==> config.mk <==
export PLATFORM = sky130hd
export DESIGN_NAME = irq_level_mapper
export DESIGN_NICKNAME = d
export VERILOG_FILES = /design/src/rtl/irq_map_pkg.sv /design/src/rtl/irq_ctrl_reg.sv /design/src/rtl/irq_pending.sv /design/src/rtl/irq_level_map.sv /design/src/rtl/irq_edge_det.sv /design/src/rtl/irq_level_mapper.sv
export SDC_FILE = /design/constraint.sdc
export NUM_CORES = 1
export LEC_CHECK = 0
export BUFFER_PORTS_ARGS = -buffer_cell sky130_fd_sc_hd__buf_2
export CORE_MARGIN = 2
export CORE_UTILIZATION = 50
export DETAILED_ROUTE_END_ITERATION = 16
export GPL_ROUTABILITY_DRIVEN = 1
export PLACE_DENSITY_LB_ADDON = 0.15
export SYNTH_ARGS = -nofsm -noshare
export SYNTH_HDL_FRONTEND = slang
export SYNTH_HIERARCHICAL = 1
export SYNTH_SLANG_ARGS = --single-unit
==> constraint.sdc <==
create_clock -name clk_i -period 2.9 [get_ports clk_i]
set_input_delay 0.29 -clock clk_i [delete_from_list [all_inputs] [get_ports clk_i]]
set_output_delay 0.29 -clock clk_i [all_outputs]
set_load 0.02 [all_outputs]
==> src/rtl/irq_map_pkg.sv <==
package irq_map_pkg;
  localparam int unsigned NUM_SRC = 8;
  localparam int unsigned NUM_LVL = 16;
  localparam int unsigned REG_W   = 8;

  localparam logic [REG_W-1:0] CTRL_RST   = 8'h01;
  localparam logic [REG_W-1:0] CTRL_WMASK = 8'hBF;
  localparam int unsigned      EN_BIT     = 0;

  // fixed source-to-level table; level 0 means "no level"
  function automatic int unsigned src_level(input int unsigned idx);
    case (idx)
      1:       return 1;
      2:       return 4;
      3:       return 6;
      4:       return 8;
      5:       return 10;
      7:       return 14;
      default: return 0;
    endcase
  endfunction

  function automatic logic [NUM_SRC-1:0] src_mask();
    logic [NUM_SRC-1:0] m;
    m = '0;
    for (int i = 0; i < NUM_SRC; i++) m[i] = (src_level(i) != 0);
    return m;
  endfunction

  function automatic logic [NUM_LVL-1:0] lvl_mask();
    logic [NUM_LVL-1:0] m;
    m = '0;
    for (int i = 0; i < NUM_SRC; i++)
      if (src_level(i) != 0) m[src_level(i)] = 1'b1;
    return m;
  endfunction
endpackage

==> src/rtl/irq_ctrl_reg.sv <==
module irq_ctrl_reg #(
  parameter int unsigned      W     = 8,
  parameter logic [W-1:0]     RST_V = '0,
  parameter logic [W-1:0]     WMASK = '1
) (
  input  logic         clk_i,
  input  logic         rst_ni,
  input  logic         we_i,
  input  logic [W-1:0] wdata_i,
  output logic [W-1:0] q_o
);
  logic [W-1:0] q;

  always_ff @(posedge clk_i or negedge rst_ni) begin
    if (!rst_ni)   q <= RST_V;
    else if (we_i) q <= wdata_i & WMASK;
  end

  assign q_o = q;
endmodule

==> src/rtl/irq_pending.sv <==
module irq_pending #(
  parameter int unsigned NUM_SRC = 8
) (
  input  logic               clk_i,
  input  logic               rst_ni,
  input  logic [NUM_SRC-1:0] src_i,
  output logic [NUM_SRC-1:0] pend_o
);
  import irq_map_pkg::*;

  localparam logic [NUM_SRC-1:0] MAPPED = NUM_SRC'(src_mask());

  logic unused_src;
  assign unused_src = ^(src_i & ~MAPPED);

  for (genvar i = 0; i < NUM_SRC; i++) begin : g_bit
    if (src_level(i) != 0) begin : g_flop
      logic q;
      always_ff @(posedge clk_i or negedge rst_ni) begin
        if (!rst_ni) q <= 1'b0;
        else         q <= src_i[i];
      end
      assign pend_o[i] = q;
    end else begin : g_none
      assign pend_o[i] = 1'b0;
    end
  end
endmodule

==> src/rtl/irq_level_map.sv <==
module irq_level_map #(
  parameter int unsigned NUM_SRC = 8,
  parameter int unsigned NUM_LVL = 16
) (
  input  logic               en_i,
  input  logic [NUM_SRC-1:0] pend_i,
  output logic [NUM_LVL-1:0] lvl_o
);
  import irq_map_pkg::*;

  localparam logic [NUM_SRC-1:0] MAPPED = NUM_SRC'(src_mask());

  logic [NUM_LVL-1:0] contrib [NUM_SRC];
  logic [NUM_LVL-1:0] acc;
  logic               unused_pend;

  assign unused_pend = ^(pend_i & ~MAPPED);

  for (genvar i = 0; i < NUM_SRC; i++) begin : g_src
    localparam int unsigned LV = src_level(i);
    if (LV != 0) begin : g_map
      localparam logic [NUM_LVL-1:0] ONEHOT = NUM_LVL'(1) << LV;
      assign contrib[i] = pend_i[i] ? ONEHOT : '0;
    end else begin : g_nomap
      assign contrib[i] = '0;
    end
  end

  always_comb begin
    acc = '0;
    for (int i = 0; i < NUM_SRC; i++) acc = acc | contrib[i];
  end

  assign lvl_o = en_i ? acc : '0;
endmodule

==> src/rtl/irq_edge_det.sv <==
module irq_edge_det #(
  parameter int unsigned N = 16
) (
  input  logic         clk_i,
  input  logic         rst_ni,
  input  logic [N-1:0] lvl_i,
  output logic [N-1:0] lvl_o,
  output logic [N-1:0] rise_o,
  output logic [N-1:0] fall_o
);
  logic [N-1:0] lvl_q, rise_q, fall_q;

  always_ff @(posedge clk_i or negedge rst_ni) begin
    if (!rst_ni) begin
      lvl_q  <= '0;
      rise_q <= '0;
      fall_q <= '0;
    end else begin
      lvl_q  <= lvl_i;
      rise_q <= lvl_i & ~lvl_q;
      fall_q <= ~lvl_i & lvl_q;
    end
  end

  assign lvl_o  = lvl_q;
  assign rise_o = rise_q;
  assign fall_o = fall_q;
endmodule

==> src/rtl/irq_level_mapper.sv <==
module irq_level_mapper
  import irq_map_pkg::*;
#(
  parameter int unsigned N_SRC = NUM_SRC,
  parameter int unsigned N_LVL = NUM_LVL,
  parameter int unsigned DW    = REG_W
) (
  input  logic             clk_i,
  input  logic             rst_ni,
  input  logic [N_SRC-1:0] src_i,
  input  logic             reg_we_i,
  input  logic [DW-1:0]    reg_wdata_i,
  output logic [DW-1:0]    reg_rdata_o,
  output logic [N_LVL-1:0] level_o,
  output logic [N_LVL-1:0] raise_o,
  output logic [N_LVL-1:0] lower_o
);
  logic [DW-1:0]    ctrl_q;
  logic [N_SRC-1:0] pend;
  logic [N_LVL-1:0] lvl_next;
  logic             unused_ctrl;

  irq_ctrl_reg #(
    .W    (DW),
    .RST_V(DW'(CTRL_RST)),
    .WMASK(DW'(CTRL_WMASK))
  ) i_ctrl (
    .clk_i  (clk_i),
    .rst_ni (rst_ni),
    .we_i   (reg_we_i),
    .wdata_i(reg_wdata_i),
    .q_o    (ctrl_q)
  );

  irq_pending #(.NUM_SRC(N_SRC)) i_pend (
    .clk_i (clk_i),
    .rst_ni(rst_ni),
    .src_i (src_i),
    .pend_o(pend)
  );

  irq_level_map #(.NUM_SRC(N_SRC), .NUM_LVL(N_LVL)) i_map (
    .en_i  (ctrl_q[EN_BIT]),
    .pend_i(pend),
    .lvl_o (lvl_next)
  );

  irq_edge_det #(.N(N_LVL)) i_edge (
    .clk_i (clk_i),
    .rst_ni(rst_ni),
    .lvl_i (lvl_next),
    .lvl_o (level_o),
    .rise_o(raise_o),
    .fall_o(lower_o)
  );

  assign unused_ctrl = ^ctrl_q;
  assign reg_rdata_o = ctrl_q;
endmodule

==> results of run 1 <==
## metal layers
layer	wire (µm)	vias up
met3	285	2
met2	1570	43
met4	24	0
li1	-	512
met5	0	-
met1	1170	510
## flip-flops by register name, indices dropped and copies added, names as in the netlist
signal                 count
i_edge/lvl_o              16
i_pend/g_bit.g_flop.q      6
i_edge/fall_o             16
i_ctrl/q_o                 7
i_edge/rise_o             16
## layout make-up
class | count | area, µm²
clock buffers | 12 | 155
clock inverters | 4 | 70.1
fillers | 324 | 1390
multi-input cells | 56 | 464
flip-flops and latches | 61 | 1530
well taps | 50 | 62.6
repair buffers | 71 | 358
## worst min path at each step
stage | to | slack, ns | cells after the start | from
after floorplan | i_ctrl/q_o[1]$_DFFE_PN0P_ | -0.006 | 0 | rst_ni
after global placement | i_pend/g_bit[1].g_flop.q$_DFF_PN0_ | 0.40 | 1 | src_i[1]
after detailed placement | i_pend/g_bit[4].g_flop.q$_DFF_PN0_ | 0.40 | 1 | src_i[4]
after CTS | i_pend/g_bit[1].g_flop.q$_DFF_PN0_ | 0.06 | 1 | src_i[1]
after global routing | i_pend/g_bit[1].g_flop.q$_DFF_PN0_ | 0.04 | 1 | src_i[1]
final | i_pend/g_bit[1].g_flop.q$_DFF_PN0_ | 0.07 | 1 | src_i[1]
## per-stage QoR
stage	util [%]	instance area (µm²)	total power, mW	hold slack (ns)
global placement	59.9	2410	1.14	0.400
global route	65.5	2640	2.06	0.0437
detailed placement	59.9	2410	1.15	0.399
floorplan	-	2130	1.08	-0.00559
CTS	65.5	2640	1.98	0.0564
finish	65.5	2640	1.95	0.0728
## cell usage in the layout (no fill, tap or decap)
cell type and instances:
buf_2 70, dfrtp_1 60, and2b_2 32, clkbuf_8 11, conb_1 11, mux2_4 7
and2_1 6, bufinv_16 2, clkinv_2 2, clkbuf_1 1, dfstp_2 1, buf_4 1
## power by group
group,switching (mW),internal [mW]
logic,0.121,0.0824
clock network,0.288,0.528
registers,0.0229,0.906
total,0.432,1.52
## worst reg2reg max path, delay by kind of cell (launching register included)
family	cells	cell delay, ns
flip-flops	1	0.59
AND/OR/NAND/NOR	2	0.38
==> flow_metrics.tcl, run 1 <==
set metrics [dict create \
    grt-ovfl-total 0 \
    die_h_um 68.8 \
    fin_tns_setup_ns 0 \
    cts_post_setup_buffers_inserted 0 \
    fin_ws_ns 1.52 \
    worstSetupEndpoint "reg_rdata_o[0]" \
    slew_headroom_pct 39.5 \
    port-buffer-count 70 \
    ant_nets 0 \
    grt.met1_usage_pct 16.8 \
    routed_via_density 4.20 \
    slew_violations 0 \
    drt-total-wl_um 3050 \
    setup_viol 0 \
    timing.rr.end "i_edge/fall_o[14]$_DFF_PN0_" \
    avgRoutedWirePerCell_um 12.0 \
    critPathMaxFanout 8 \
    core-area_um2 4030 \
    p_leak_nw 1.46 \
    status "completed" \
    fin_crit_sh_pct 47.7 \
    dp_slack_ns 1.60 \
    required_ns 2.61 \
    crit_chain "buf_2" \
    rsz0062_at_grt "no" \
    path_clk_slew_ns 0.06 \
    grt_pass1_vias 1041 \
    worstHoldPathType "in -> reg" \
    die_w_um 68.8 \
    htreeDepth 3 \
    skew_ns 0.00291 \
    reg2reg_from "i_ctrl/q_o[0]$_DFFE_PN1P_" \
    dieArea_um2 4730 \
    startpoint_type "register" \
    p_per_area_nw_per_um2 739 \
    irDropWorstVdd_v 0.000544 \
    cts_tree "done" \
    synth_warnings 6 \
    cts_buffer_depth 2 \
    clockRootBuffer "clkbuf_8" \
    grt_usage_pct 14.9 \
    arrival_ns 1.09 \
    clock_latency_ns 0.32 \
    dpl.cell_count 238 \
    drtIter0Drc 44 \
    postCtsResizedCells 0 \
    ioPinCount 75 \
    grt.met2_usage_pct 22.4 \
    syn2layout_area_growth_pct 25.8 \
    nNetsFinal 218 \
    insertedDiodeCount 0 \
    vias 1067 \
    clock_sinks 61 \
    hpwlAfterDp_um 2200 \
    reg2reg_slack_ns 1.82 \
    cp_top_family "flip-flops" \
    drc_errors 0 \
    critical_path_buf_inv_count 1 \
    gp_routability_congestion 0.574 \
    critPathCaptureType "output pin" \
    grt_max_degree 45 \
    initial_core_util_pct 52.0 \
    slowest_delay_ns 0.59 \
    stdcell_count 254 \
    worstMarginPinSlew_ns 0.907 \
    synthCells 126 \
    cap_violations 0 \
    grt_most_used_layer "met2" \
    r2r_cells 2 \
    critical_path.slowest_cell "dfstp_2" \
    max_freq_mhz 722 \
    cts-buffers-inserted 9 \
    grt_pass1_wl_um 4730 \
    cts.hold.buffers_added 0 \
    finalHoldViolations 0 \
    grt_antenna_before_repair 0 \
    synth_area_um2 2100 \
    std_cell_rows 23 \
    path_depth 1 \
    use_met3_pct 9.09 \
    drive_gt1_share_pct 61.8 \
    dr.pass1.iters 4 \
    period_needed_ns 1.38 \
    path_class "reg -> out" \
    syn_area_per_cell_um2 16.6 \
    startpoint "i_ctrl/q_o[0]$_DFFE_PN1P_" \
]
Note: power is estimated with default switching activity, not from simulation.
==> run 2, diff against run 1 <==
==> constraint.sdc (replaced) <==
create_clock -name clk_i -period 1.4 [get_ports clk_i]
set_input_delay 0.14 -clock clk_i [delete_from_list [all_inputs] [get_ports clk_i]]
set_output_delay 0.14 -clock clk_i [all_outputs]
set_load 0.02 [all_outputs]
==> run 2 against run 1 <==
  * Clock-buffer cell count increased by 3
  * Sequential power increased by 110%
  * Global-route usage increased by 0.47 points
  * Largest power group unchanged
  * Die area unchanged
  * Non-clock buffer count increased by 9
  * Critical endpoint unchanged
  * Total power increased by 94%
  * Critical path depth unchanged
  * Clock power increased by 73%
  * Utilization increased by 1.6 points
  * Clock skew increased by 0.0031 ns
  * Combinational power increased by 120%
==> flow_metrics.tcl, run 2 (synthesized netlist as in run 1, its figures left out) <==
set metrics [dict create \
    status "completed" \
    gp_routability_congestion 0.595 \
    grt_usage_pct 15.4 \
    grt_antenna_before_repair 0 \
    layout_commonest_cell "buf_2" \
    cts_buffer_depth 2 \
    reg2reg_from "i_ctrl/q_o[0]$_DFFE_PN1P_" \
    fillers 326 \
    irDropWorstVdd_v 0.000992 \
    critPathCaptureType "output pin" \
    arrival_ns 1.08 \
    dr.pass1.iters 2 \
    fin_crit_sh_pct 87.3 \
    grt-ovfl-total 0 \
    std_cell_rows 23 \
    p_per_area_nw_per_um2 1400 \
    routed_via_density 4.28 \
    nNetsFinal 227 \
    path_class "reg -> out" \
    die_w_um 68.8 \
    grt_pass1_vias 1110 \
    rsz0062_at_grt "no" \
    startpoint_type "register" \
    clockRootBuffer "clkbuf_8" \
    setup_viol 0 \
    htreeDepth 3 \
    ant_nets 0 \
    drtIter0Drc 25 \
    avgRoutedWirePerCell_um 11.8 \
    slew_violations 0 \
    clock_latency_ns 0.31 \
    p_leak_nw 1.49 \
    slowest_delay_ns 0.59 \
    multi_input_area_um2 464 \
    critical_path_buf_inv_count 1 \
    path_clk_slew_ns 0.06 \
    port-buffer-count 70 \
    cts-buffers-inserted 9 \
    critPathMaxFanout 8 \
    utilization_pct 67.0 \
    drc_errors 0 \
    grt_pass1_wl_um 4960 \
    ioPinCount 75 \
    fin_tns_setup_ns 0 \
    die_h_um 68.8 \
    cap_violations 0 \
    vias 1126 \
    cp_top_family "flip-flops" \
    syn2layout_area_growth_pct 28.8 \
    initial_core_util_pct 52.0 \
    cts_post_setup_buffers_inserted 0 \
    layout_common_cells "buf_2 (70), dfrtp_1 (60), and2b_2 (32), clkbuf_8 (13), conb_1 (11)" \
    period_needed_ns 1.22 \
    dieArea_um2 4730 \
    max_freq_mhz 818 \
    finalHoldViolations 0 \
    required_ns 1.26 \
    startpoint "i_ctrl/q_o[0]$_DFFE_PN1P_" \
    drt-total-wl_um 3110 \
    worstHoldPathType "in -> reg" \
    skew_ns 0.00604 \
    hp-start "reg_wdata_i[7]" \
    drive_gt1_share_pct 59.6 \
    hpwlAfterDp_um 2280 \
    insertedDiodeCount 0 \
    critical_path.slowest_cell "dfstp_2" \
    core-area_um2 4030 \
    clock_sinks 61 \
    seq_area_um2 1530 \
    cts_tree "done" \
    report.power.total_mw 3.78 \
    grt_max_degree 26 \
    crit_chain "buf_2" \
]
run 2: cell count changes in the layout (fill, tap and decap cells not counted):
| cell | before | now |
|---|---|---|
| buf_4 | 1 | 2 |
| clkinv_2 | 2 | 1 |
| buf_12 | 0 | 1 |
| clkbuf_8 | 11 | 13 |
| clkbuf_1 | 1 | 2 |
| dlygate4sd3_1 | 0 | 7 |
| bufinv_16 | 2 | 0 |
run 2: repair_timing:
item / CTS / global route
gates resized for setup: 0 / 0
hold buffers: 7 / 0
endpoints found under the hold margin: 22 / 0
run 2: layout make-up:
type / instances / area share (%)
Sequential cell: 61 / 56.6
Multi-Input combinational cell: 56 / 17.2
Timing Repair Buffer: 80 / 16.9
Clock buffer: 15 / 6.90
Tap cell: 50 / 2.32
Clock inverter: 1 / 0.185
run 2: power by group:
| group | total (mW) | switching [mW] | internal (mW) |
|---|---|---|---|
| clock network | 1.41 | 0.576 | 0.835 |
| registers | 1.92 | 0.0457 | 1.88 |
| logic | 0.447 | 0.256 | 0.191 |
run 2: final timing paths:
check                                              end  slack [ns]  cells after the start
setup / recovery                        reg_rdata_o[0]        0.18                      1
hold / removal               i_ctrl/q_o[7]$_DFFE_PN0P_        0.06                      2
setup reg to reg            i_edge/fall_o[8]$_DFF_PN0_        0.30                      2
hold reg to reg             i_edge/lvl_o[10]$_DFF_PN0_        0.49                      1
max in group asynchronous  i_edge/fall_o[12]$_DFF_PN0_        0.58                      3
min in group asynchronous  i_edge/fall_o[15]$_DFF_PN0_        0.30                      2
run 2: per-layer routing:
| metal | up-vias | track usage [%] | wire, µm |
|---|---|---|---|
| li1 | 528 | - | - |
| met2 | 39 | 24.3 | 1610 |
| met5 | - | 0 | 0 |
| met1 | 554 | 16.6 | 1210 |
| met3 | 5 | 9.42 | 243 |
| met4 | 0 | 6.62 | 40 |
run 2: through the flow:
stage / cell area, µm² / hold WS (ns) / instances / setup WS, ns
floorplan: 2130 / -0.156 / 135 / 0.318
global placement: 2440 / 0.102 / 240 / 0.340
detailed placement: 2440 / 0.110 / 240 / 0.310
CTS: 2700 / 0.0414 / 263 / 0.152
global route: 2700 / 0.0307 / 263 / 0.0978
finish: 2700 / 0.0582 / 263 / 0.178
